--- src/rtl/pio_seq_pkg.sv ---
package pio_seq_pkg;

   typedef enum logic [2:0] {
      PH_IDLE   = 3'd0,
      PH_LEAD   = 3'd1,
      PH_STROBE = 3'd2,
      PH_TRAIL  = 3'd3,
      PH_DONE   = 3'd4
   } phase_e;

   localparam int unsigned NUM_PHASES = 3;

   function automatic int unsigned max_of3(input int unsigned a, input int unsigned b,
                                           input int unsigned c);
      int unsigned m;
      m = (a > b) ? a : b;
      return (m > c) ? m : c;
   endfunction

endpackage

--- src/rtl/pio_cfg_split.sv ---
module pio_cfg_split
   import pio_seq_pkg::*;
#(
   parameter int unsigned LEAD_W  = 1,
   parameter int unsigned STRB_W  = 4,
   parameter int unsigned TRAIL_W = 4,
   localparam int unsigned SET_W  = LEAD_W + STRB_W + TRAIL_W,
   localparam int unsigned TIM_W  = 2 * SET_W,
   localparam int unsigned CNT_W  = max_of3(LEAD_W, STRB_W, TRAIL_W)
) (
   input  logic [TIM_W-1:0]                  timing,
   input  logic                              is_write,
   output logic [NUM_PHASES-1:0][CNT_W-1:0]  lens
);

   if (LEAD_W < 1 || STRB_W < 1 || TRAIL_W < 1) begin : g_bad_width
      $error("pio_cfg_split: every phase field needs at least one bit");
   end

   for (genvar g = 0; g < NUM_PHASES; g++) begin : g_phase
      localparam int unsigned FW = (g == 0) ? LEAD_W : (g == 1) ? STRB_W : TRAIL_W;
      localparam int unsigned LO = (g == 0) ? 0 : (g == 1) ? LEAD_W : LEAD_W + STRB_W;
      logic [FW-1:0] fld_rd;
      logic [FW-1:0] fld_wr;
      assign fld_rd = timing[LO +: FW];
      assign fld_wr = timing[SET_W + LO +: FW];
      assign lens[g] = CNT_W'(is_write ? fld_wr : fld_rd);
   end

endmodule

--- src/rtl/pio_phase_fsm.sv ---
module pio_phase_fsm
   import pio_seq_pkg::*;
#(
   parameter int unsigned CNT_W = 4
) (
   input  logic                              clk,
   input  logic                              rst_n,
   input  logic                              start,
   input  logic [NUM_PHASES-1:0][CNT_W-1:0]  lens,
   output phase_e                            phase,
   output logic                              last
);

   if (CNT_W < 1) begin : g_bad_cnt
      $error("pio_phase_fsm: counter width must be positive");
   end

   logic [CNT_W-1:0] cnt;

   function automatic logic [CNT_W-1:0] first_cnt(input logic [CNT_W-1:0] n);
      return (n == '0) ? '0 : n - 1'b1;
   endfunction

   assign last = (cnt == '0);

   always_ff @(posedge clk) begin
      if (!rst_n) begin
         phase <= PH_IDLE;
         cnt   <= '0;
      end else begin
         unique case (phase)
            PH_IDLE: begin
               if (start) begin
                  phase <= PH_LEAD;
                  cnt   <= first_cnt(lens[0]);
               end
            end
            PH_LEAD: begin
               if (last) begin
                  phase <= PH_STROBE;
                  cnt   <= first_cnt(lens[1]);
               end else begin
                  cnt <= cnt - 1'b1;
               end
            end
            PH_STROBE: begin
               if (last) begin
                  phase <= PH_TRAIL;
                  cnt   <= first_cnt(lens[2]);
               end else begin
                  cnt <= cnt - 1'b1;
               end
            end
            PH_TRAIL: begin
               if (last) phase <= PH_DONE;
               else      cnt   <= cnt - 1'b1;
            end
            PH_DONE:  phase <= PH_IDLE;
            default:  phase <= PH_IDLE;
         endcase
      end
   end

   AST_LEAD_TO_STROBE: assert property (@(posedge clk) disable iff (!rst_n)
      (phase == PH_LEAD && last) |=> (phase == PH_STROBE));
   AST_ZERO_IS_ONE: assert property (@(posedge clk) disable iff (!rst_n)
      ($past(phase) == PH_LEAD && phase == PH_STROBE && lens[1] == '0) |-> last);
   AST_DONE_SINGLE: assert property (@(posedge clk) disable iff (!rst_n)
      (phase == PH_DONE) |=> (phase == PH_IDLE));

endmodule

--- src/rtl/pio_lane_steer.sv ---
module pio_lane_steer #(
   parameter int unsigned BYTE_W = 8,
   localparam int unsigned BUS_W = 2 * BYTE_W
) (
   input  logic              wide,
   input  logic              even_hi,
   input  logic              addr0,
   input  logic [BUS_W-1:0]  wr_data,
   input  logic [BUS_W-1:0]  bus_in,
   output logic [BUS_W-1:0]  bus_out,
   output logic [BUS_W-1:0]  rd_data
);

   if (BYTE_W < 1) begin : g_bad_byte
      $error("pio_lane_steer: byte width must be positive");
   end

   localparam logic [BYTE_W-1:0] ZB = '0;

   logic on_hi;
   logic [BYTE_W-1:0] w_lo, w_hi, b_lo, b_hi;

   assign on_hi = addr0 ^ even_hi;
   assign w_lo  = wr_data[BYTE_W-1:0];
   assign w_hi  = wr_data[BUS_W-1:BYTE_W];
   assign b_lo  = bus_in[BYTE_W-1:0];
   assign b_hi  = bus_in[BUS_W-1:BYTE_W];

   always_comb begin
      if (wide) begin
         bus_out = even_hi ? {w_lo, w_hi} : {w_hi, w_lo};
         rd_data = even_hi ? {b_lo, b_hi} : {b_hi, b_lo};
      end else begin
         bus_out = on_hi ? {w_lo, ZB} : {ZB, w_lo};
         rd_data = {ZB, (on_hi ? b_hi : b_lo)};
      end
   end

endmodule

--- src/rtl/pio_strobe_seq.sv ---
module pio_strobe_seq
   import pio_seq_pkg::*;
#(
   parameter int unsigned BYTE_W  = 8,
   parameter int unsigned LEAD_W  = 1,
   parameter int unsigned STRB_W  = 4,
   parameter int unsigned TRAIL_W = 4,
   localparam int unsigned BUS_W    = 2 * BYTE_W,
   localparam int unsigned SET_W    = LEAD_W + STRB_W + TRAIL_W,
   localparam int unsigned TIM_W    = 2 * SET_W,
   localparam int unsigned WIDE_BIT = TIM_W,
   localparam int unsigned EVHI_BIT = TIM_W + 1,
   localparam int unsigned CFG_W    = TIM_W + 2,
   localparam int unsigned CNT_W    = max_of3(LEAD_W, STRB_W, TRAIL_W)
) (
   input  logic              clk,
   input  logic              rst_n,
   input  logic              req,
   input  logic              req_write,
   input  logic              req_addr0,
   input  logic [BUS_W-1:0]  req_wdata,
   input  logic [CFG_W-1:0]  cfg_word,
   output logic              busy,
   output logic              done,
   output logic [BUS_W-1:0]  rdata,
   output logic              dev_cs,
   output logic              dev_rd,
   output logic              dev_wr,
   output logic              dev_oe,
   output logic [BUS_W-1:0]  dev_dout,
   input  logic [BUS_W-1:0]  dev_din
);

   if (CNT_W > 16) begin : g_bad_len
      $error("pio_strobe_seq: phase fields wider than 16 bits are not supported");
   end

   phase_e                            phase;
   logic                              last;
   logic                              start;
   logic [CFG_W-1:0]                  cfg_q;
   logic [CFG_W-1:0]                  cfg_eff;
   logic                              wr_q, addr0_q;
   logic                              dir_eff, a0_eff;
   logic [NUM_PHASES-1:0][CNT_W-1:0]  lens;
   logic [BUS_W-1:0]                  steer_out, steer_rd;
   logic [BUS_W-1:0]                  dout_q, rdata_q;

   assign start   = req && (phase == PH_IDLE);
   assign cfg_eff = start ? cfg_word  : cfg_q;
   assign dir_eff = start ? req_write : wr_q;
   assign a0_eff  = start ? req_addr0 : addr0_q;

   pio_cfg_split #(
      .LEAD_W (LEAD_W),
      .STRB_W (STRB_W),
      .TRAIL_W(TRAIL_W)
   ) u_split (
      .timing  (cfg_eff[TIM_W-1:0]),
      .is_write(dir_eff),
      .lens    (lens)
   );

   pio_phase_fsm #(
      .CNT_W(CNT_W)
   ) u_fsm (
      .clk  (clk),
      .rst_n(rst_n),
      .start(start),
      .lens (lens),
      .phase(phase),
      .last (last)
   );

   pio_lane_steer #(
      .BYTE_W(BYTE_W)
   ) u_steer (
      .wide   (cfg_eff[WIDE_BIT]),
      .even_hi(cfg_eff[EVHI_BIT]),
      .addr0  (a0_eff),
      .wr_data(req_wdata),
      .bus_in (dev_din),
      .bus_out(steer_out),
      .rd_data(steer_rd)
   );

   always_ff @(posedge clk) begin
      if (!rst_n) begin
         cfg_q   <= '0;
         wr_q    <= 1'b0;
         addr0_q <= 1'b0;
         dout_q  <= '0;
         rdata_q <= '0;
      end else begin
         if (start) begin
            cfg_q   <= cfg_word;
            wr_q    <= req_write;
            addr0_q <= req_addr0;
            dout_q  <= req_write ? steer_out : '0;
         end
         if (phase == PH_STROBE && last && !wr_q) begin
            rdata_q <= steer_rd;
         end
      end
   end

   assign dev_cs   = (phase == PH_LEAD) || (phase == PH_STROBE) || (phase == PH_TRAIL);
   assign dev_rd   = (phase == PH_STROBE) && !wr_q;
   assign dev_wr   = (phase == PH_STROBE) && wr_q;
   assign dev_oe   = dev_cs && wr_q;
   assign dev_dout = dout_q;
   assign done     = (phase == PH_DONE);
   assign busy     = (phase != PH_IDLE);
   assign rdata    = rdata_q;

   AST_STROBE_IN_CS: assert property (@(posedge clk) disable iff (!rst_n)
      (dev_rd || dev_wr) |-> dev_cs);
   AST_STROBE_EXCL: assert property (@(posedge clk) disable iff (!rst_n)
      !(dev_rd && dev_wr));
   AST_DONE_AFTER_CS: assert property (@(posedge clk) disable iff (!rst_n)
      done |-> (!dev_cs && $past(dev_cs)));
   AST_BUSY_HOLDS: assert property (@(posedge clk) disable iff (!rst_n)
      (busy && !done) |=> busy);
   AST_CFG_FROZEN: assert property (@(posedge clk) disable iff (!rst_n)
      (busy && $past(busy)) |-> $stable(cfg_q));
   AST_DOUT_HELD: assert property (@(posedge clk) disable iff (!rst_n)
      (dev_oe && $past(dev_oe)) |-> $stable(dev_dout));

endmodule

--- config.mk ---
export PLATFORM = sky130hd
export DESIGN_NAME = pio_strobe_seq
export DESIGN_NICKNAME = d
export VERILOG_FILES = /design/src/rtl/pio_seq_pkg.sv /design/src/rtl/pio_cfg_split.sv /design/src/rtl/pio_phase_fsm.sv /design/src/rtl/pio_lane_steer.sv /design/src/rtl/pio_strobe_seq.sv
export SDC_FILE = /design/constraint.sdc
export NUM_CORES = 1
export LEC_CHECK = 0
export CORE_MARGIN = 3
export CORE_UTILIZATION = 55
export CTS_CLUSTER_DIAMETER = 80
export DETAILED_ROUTE_END_ITERATION = 6
export DONT_BUFFER_PORTS = 1
export PLACE_DENSITY = 0.76
export SYNTH_ARGS = -nofsm -noshare
export SYNTH_HDL_FRONTEND = slang
export SYNTH_HIERARCHICAL = 1
export SYNTH_SLANG_ARGS = --single-unit
export TNS_END_PERCENT = 10
--- constraint.sdc ---
create_clock -name clk -period 6.1 [get_ports clk]
set_input_delay 0.61 -clock clk [delete_from_list [all_inputs] [get_ports clk]]
set_output_delay 0.61 -clock clk [all_outputs]
set_load 0.01 [all_outputs]
==> results.json, run 1 <==
{
  "synth_seq_cells": 61,
  "max-cap-violations": 0,
  "hold_start": "rst_n",
  "post_cts_resized": 0,
  "grt_pass1_vias": 2737,
  "syn_inst": 406,
  "track_usage_pct": 21.5,
  "postCtsHoldBufs": 0,
  "worstReg2RegStart": "u_fsm/phase[1]",
  "path_buf_inv": 1,
  "hold_viol": 0,
  "maxSlewViolCount": 0,
  "routabilityCongestion": 0.888,
  "worstMarginPinSlew_ns": 0.993,
  "first_pass_iters": 4,
  "yosys_warnings": 6,
  "antennaDiodeCount": 0,
  "timing.final.crit_share_pct": 59.8,
  "startpoint_type": "register",
  "critPathSlowestCell": "nor4b_4",
  "synth.cell_area_mm2": 0.00383,
  "hold_end": "cfg_q[6]",
  "crit_type": "reg2reg",
  "hpwl_um": 5560,
  "vias_per_cell": 5.95,
  "fp-row-count": 29,
  "io_pins": 95,
  "dieArea_mm2": 0.00800,
  "crit_chain": "nor4b_4 -> mux2_2 -> mux2_4 -> inv_1 -> ha_1 -> nor3b_1 -> o31a_1 -> o221ai_1 -> a21oi_1 -> nor2_1",
  "leakage_nw": 1.50,
  "coreArea_mm2": 0.00653,
  "vias": 2809,
  "synth_top_area_share_pct": 31.9,
  "cts.sinks": 61,
  "crit_arrival_ns": 3.88,
  "synth_flop_cell": "dfxtp_1",
  "fmax_mhz": 274,
  "critPathTopFamily": "simple AND/OR/NAND/NOR gates",
  "r2r_cells": 10,
  "endpoint_kind": "register",
  "first_iter_violations": 196,
  "wl_per_cell_um": 17.4,
  "die_w_um": 89.4,
  "hold_path.class": "in2reg",
  "numCtsBuffers": 9,
  "p_per_area_mw_per_mm2": 471,
  "slew_headroom_pct": 33.8,
  "grt_max_degree": 93,
  "clock_latency_ns": 0.34,
  "die_y_um": 89.4,
  "status": "complete, no violations",
  "whs_path_depth": 1,
  "cts_setup_buffers": 0,
  "routed_wl_um": 8210,
  "syn_to_final_growth_pct": 3.69,
  "cp.depth": 10,
  "start_util_pct": 58.6,
  "synth_edf_count": 0,
  "slowest_delay_ns": 0.96,
  "antenna_found_initial": 0,
  "ir_worst_vdd_mv": 0.190,
  "fin_crit_ns": 3.65,
  "grt_pass1_wl_um": 13300,
  "ys_seq_area_share_pct": 31.9,
  "post-synth-top-count-cell": "dfxtp_1",
  "drtAntennaViolNets": 0,
  "grt_overflow": 0,
  "r2r_end": "u_fsm/cnt[0]",
  "cts_tree": "done",
  "rsz0062_at_grt": "false",
  "yosysTopAreaCell": "dfxtp_1",
  "drc": 0,
  "synthTopCellsByArea": "dfxtp_1, mux2_2, mux2_4",
  "io_buffers": 0,
  "clockBufferDepth": 2,
  "finalClockSkew_ns": 0.0118,
  "layout.nets": 452,
  "clkTransAtPathRegs_ns": 0.08,
  "avgSynthCellArea_um2": 9.43,
  "netlist-cell-type-count": 54,
  "setup_viol": 0,
  "htreeDepth": 3,
  "synth_commonest_cells": "dfxtp_1, nand2_1, mux2_2, mux2i_1, and2_1",
  "r2r_slack_ns": 2.45,
  "cp_max_fo": 18,
  "async_flop_share_pct": 0,
  "drive_above_1_share_pct": 21.0,
  "root_buffer": "clkbuf_8",
  "cp.required_ns": 6.33,
  "holdWs_ns": 0.396,
  "tns_ns": 0
}
[final cells by class]
class | count | area [um^2]
Tap cell | 77 | 96.3
Timing Repair Buffer | 2 | 15.0
Fill cell | 570 | 2560
Multi-Input combinational cell | 306 | 2370
Clock buffer | 13 | 159
Clock inverter | 3 | 67.6
Sequential cell | 61 | 1220
Inverter | 10 | 40.0
[sequential cells by signal, indices dropped and copies added (netlist names)]
register / count
rdata: 16
u_fsm/cnt: 4
addr0_q: 1
dev_dout: 16
wr_q: 1
cfg_q: 20
u_fsm/phase: 3
[how the worst max path moves through the flow]
| stage | from | to | slack, ns |
|---|---|---|---|
| floorplan | req | u_fsm/cnt[3] | 3.22 |
| global placement | u_fsm/phase[1] | u_fsm/cnt[3] | 2.63 |
| detailed placement | u_fsm/phase[1] | u_fsm/cnt[3] | 2.56 |
| CTS | u_fsm/phase[1] | u_fsm/cnt[0] | 2.53 |
| global route | u_fsm/phase[1] | u_fsm/cnt[1] | 2.26 |
| finish | u_fsm/phase[1] | u_fsm/cnt[0] | 2.45 |
[placed cells by master, fill, tap and decap left out, drive strengths merged, types with 2 or more instances in the layout]
cell type   n
mux2i      28
mux2       56
nor2       10
o21ai      29
a21oi       6
nand4      16
ha          5
bufinv      2
a22o       16
nor3        7
clkbuf     13
nor3b       2
conb        3
a32oi       2
nand2      59
nand2b      7
or3         2
xnor2       3
and2       25
o31ai       2
dfxtp      61
nor2b       9
nor4b       2
o21bai      2
a31oi       2
buf         2
nand3b      3
inv        10
[logic make-up (layout without fill, tap and decap cells)]
family,after synthesis,count (layout),share of synthesized area [%]
and+or+nand+nor,145,145,20.4
muxes,84,84,26.1
AOI/OAI and AO/OA,65,65,11.8
DFF,61,61,31.9
buffers and inverters,41,28,6.60
adders and majority gates,5,5,1.63
xor gates and xnor gates,4,4,1.40
other,1,3,0.0979
[stage by stage]
| stage | util [%] | setup WS, ns | cell area, um^2 | power (mW) | std cells |
|---|---|---|---|---|---|
| after global routing | 60.8 | 2.26 | 3970 | 2.00 | 472 |
| final | 60.8 | 2.45 | 3970 | 1.87 | 472 |
| after global placement | 57.3 | 2.63 | 3740 | 1.43 | 456 |
| after detailed placement | 57.3 | 2.56 | 3740 | 1.44 | 456 |
| after CTS | 60.8 | 2.53 | 3970 | 1.87 | 472 |
| after floorplan | - | 3.22 | 3840 | 1.35 | 408 |
[power breakdown]
part	switching (mW)	leakage (nW)	internal [mW]
Clock	0.166	0.110	0.253
Combinational	0.460	0.896	0.450
Sequential	0.0785	0.497	0.463
[layer usage]
metal	vias to the layer above	wire length, um	part of all wire (%)	global-route usage, %
li1	1395	-	-	-
met1	1317	3660	45	26.0
met2	89	3800	46	34.8
met3	8	672	8.2	7.74
met4	0	75	0.91	8.66
met5	-	0	0	0
Note: power is estimated with default switching activity, not from simulation.
==> inputs of run 2 (changes only) <==
==> constraint.sdc (replaced) <==
create_clock -name clk -period 3.78 [get_ports clk]
set_input_delay 0.378 -clock clk [delete_from_list [all_inputs] [get_ports clk]]
set_output_delay 0.378 -clock clk [all_outputs]
set_load 0.01 [all_outputs]
==> run 2 against run 1 <==
  * Register-to-register slack got worse by 1.8 ns
  * Wire length barely moved
  * Setup slack got worse by 1.8 ns
  * Maximum frequency rose by 15%
  * Non-clock buffer count rose by 2
  * First-iteration DRC count fell by 35%
  * Utilization fell by 0.69 points
  * Sequential share of layout area rose by 0.35 points
  * Worst hold slack got worse by 0.23 ns
  * Clock skew barely moved
  * Sequential power rose by 57%
  * Global-route usage rose by 0.14 points
==> results.json, run 2 (synthesis gave the netlist of run 1 again) <==
{
  "cp.required_ns": 3.98,
  "hpwl_um": 5700,
  "max-cap-violations": 0,
  "die_w_um": 89.4,
  "holdWs_ns": 0.169,
  "worstReg2RegStart": "u_fsm/phase[1]",
  "cts.sinks": 61,
  "grt_pass1_wl_um": 13400,
  "die_y_um": 89.4,
  "worstMarginPinSlew_ns": 1.00,
  "fillers": 560,
  "timing.final.crit_share_pct": 83.7,
  "cts_setup_buffers": 0,
  "drive_above_1_share_pct": 21.5,
  "hold_viol": 0,
  "r2r_end": "u_fsm/cnt[1]",
  "whs_path_depth": 1,
  "first_iter_violations": 127,
  "post-place-ws_ns": 0.622,
  "endpoint_kind": "register",
  "slowest_delay_ns": 0.53,
  "fin_util_pct": 60.1,
  "syn_to_final_growth_pct": 2.52,
  "rsz0062_at_grt": "false",
  "antennaDiodeCount": 0,
  "postCtsHoldBufs": 0,
  "startpoint": "u_fsm/phase[1]",
  "fin_crit_ns": 3.16,
  "grt_overflow": 0,
  "io_pins": 95,
  "post_cts_resized": 0,
  "coreArea_mm2": 0.00653,
  "crit_chain": "nor4b_4 -> buf_4 -> mux2_4 -> mux2_4 -> inv_1 -> ha_1 -> nor3b_1 -> o21ai_0 -> a32oi_1 -> a31oi_1",
  "setup_viol": 0,
  "fp-row-count": 29,
  "crit_arrival_ns": 3.36,
  "r2r_cells": 10,
  "finalClockSkew_ns": 0.0114,
  "clockBufferDepth": 2,
  "grt_max_degree": 93,
  "setup_ws_ns": 0.616,
  "clock_latency_ns": 0.34,
  "hold_end": "cfg_q[8]",
  "slew_headroom_pct": 33.3,
  "htreeDepth": 3,
  "hold_path.class": "in2reg",
  "cp_max_fo": 21,
  "p_per_area_mw_per_mm2": 725,
  "dieArea_mm2": 0.00800,
  "largest_register_ffs": 20,
  "vias_per_cell": 5.91,
  "numCtsBuffers": 9,
  "vias": 2797,
  "crit_top_cell": "mux2_4",
  "final_common_cell": "dfxtp_1",
  "io_buffers": 0,
  "hold_start": "rst_n",
  "crit_type": "reg2reg",
  "status": "complete, no violations",
  "first_pass_iters": 4,
  "r2r_slack_ns": 0.62,
  "power.total_mw": 2.85,
  "layout.nets": 454,
  "drtAntennaViolNets": 0,
  "ir_worst_vdd_mv": 0.345,
  "largest-register": "cfg_q",
  "root_buffer": "clkbuf_8",
  "start_util_pct": 58.6,
  "startpoint_type": "register",
  "routabilityCongestion": 0.876,
  "cts_tree": "done",
  "final_cell_mix": "dfxtp_1, nand2_1, mux2_2",
  "clkTransAtPathRegs_ns": 0.07,
  "leakage_nw": 1.48,
  "antenna_found_initial": 0,
  "drc": 0,
  "routed_wl_um": 8200,
  "tns_ns": 0,
  "fmax_mhz": 316,
  "critPathSlowestCell": "dfxtp_1",
  "wl_per_cell_um": 17.3,
  "grt_pass1_vias": 2724,
  "maxSlewViolCount": 0,
  "track_usage_pct": 21.6
}
-- run 2: changes by cell type in the layout (fill, tap and decap cells not counted) --
cell / previous run / this run
buf_4: 2 / 4
bufinv_16: 2 / 0
clkbuf_1: 2 / 1
clkbuf_8: 11 / 10
clkinv_2: 0 / 2
clkinvlp_4: 1 / 2
-- run 2: critical path, delay by kind of cell, from the launching register on --
family | cells | cell delay, ns
AO/OA/AOI/OAI | 3 | 0.50
adder cells (fa/ha/maj) | 1 | 0.20
buffers and inverters | 2 | 0.48
flip-flops | 1 | 0.53
multiplexers | 2 | 0.63
AND/OR/NAND/NOR | 2 | 0.69
-- run 2: how the worst max path moves through the flow --
stage	endpoint	slack [ns]
final	u_fsm/cnt[1]	0.62
after global routing	dev_dout[15]	0.32
after CTS	u_fsm/cnt[1]	0.60
after detailed placement	u_fsm/cnt[3]	0.62
after global placement	u_fsm/cnt[1]	0.75
after floorplan	u_fsm/cnt[3]	1.03
-- run 2: power breakdown --
part / internal [mW] / switching (mW) / total, mW / leakage [nW]
sequential: 0.747 / 0.105 / 0.852 / 0.497
clock: 0.250 / 0.254 / 0.504 / 0.0812
combinational: 0.734 / 0.758 / 1.49 / 0.906
total: 1.73 / 1.12 / 2.85 / 1.48
-- run 2: layer usage --
metal | global-route usage, % | wire, um | up-vias
met5 | 0 | 0 | -
met4 | 7.04 | 110 | 0
met3 | 8.39 | 593 | 8
met2 | 34.4 | 3820 | 75
met1 | 26.9 | 3680 | 1311
li1 | - | - | 1403
-- run 2: layout make-up --
class                   count  area [um^2]  share of cell area, %
repair buffers              4         30.0                  0.765
clock buffers              11          141                   3.60
inverters                  10         40.0                   1.02
multi-input cells         306         2370                   60.4
flip-flops and latches     61         1220                   31.1
clock inverters             4         25.0                  0.637
well taps                  77         96.3                   2.45
-- run 2: stage by stage --
step | cell area [um^2] | std cells
after floorplan | 3840 | 408
after global placement | 3760 | 458
after detailed placement | 3760 | 458
after CTS | 3930 | 473
after global routing | 3930 | 473
final | 3930 | 473
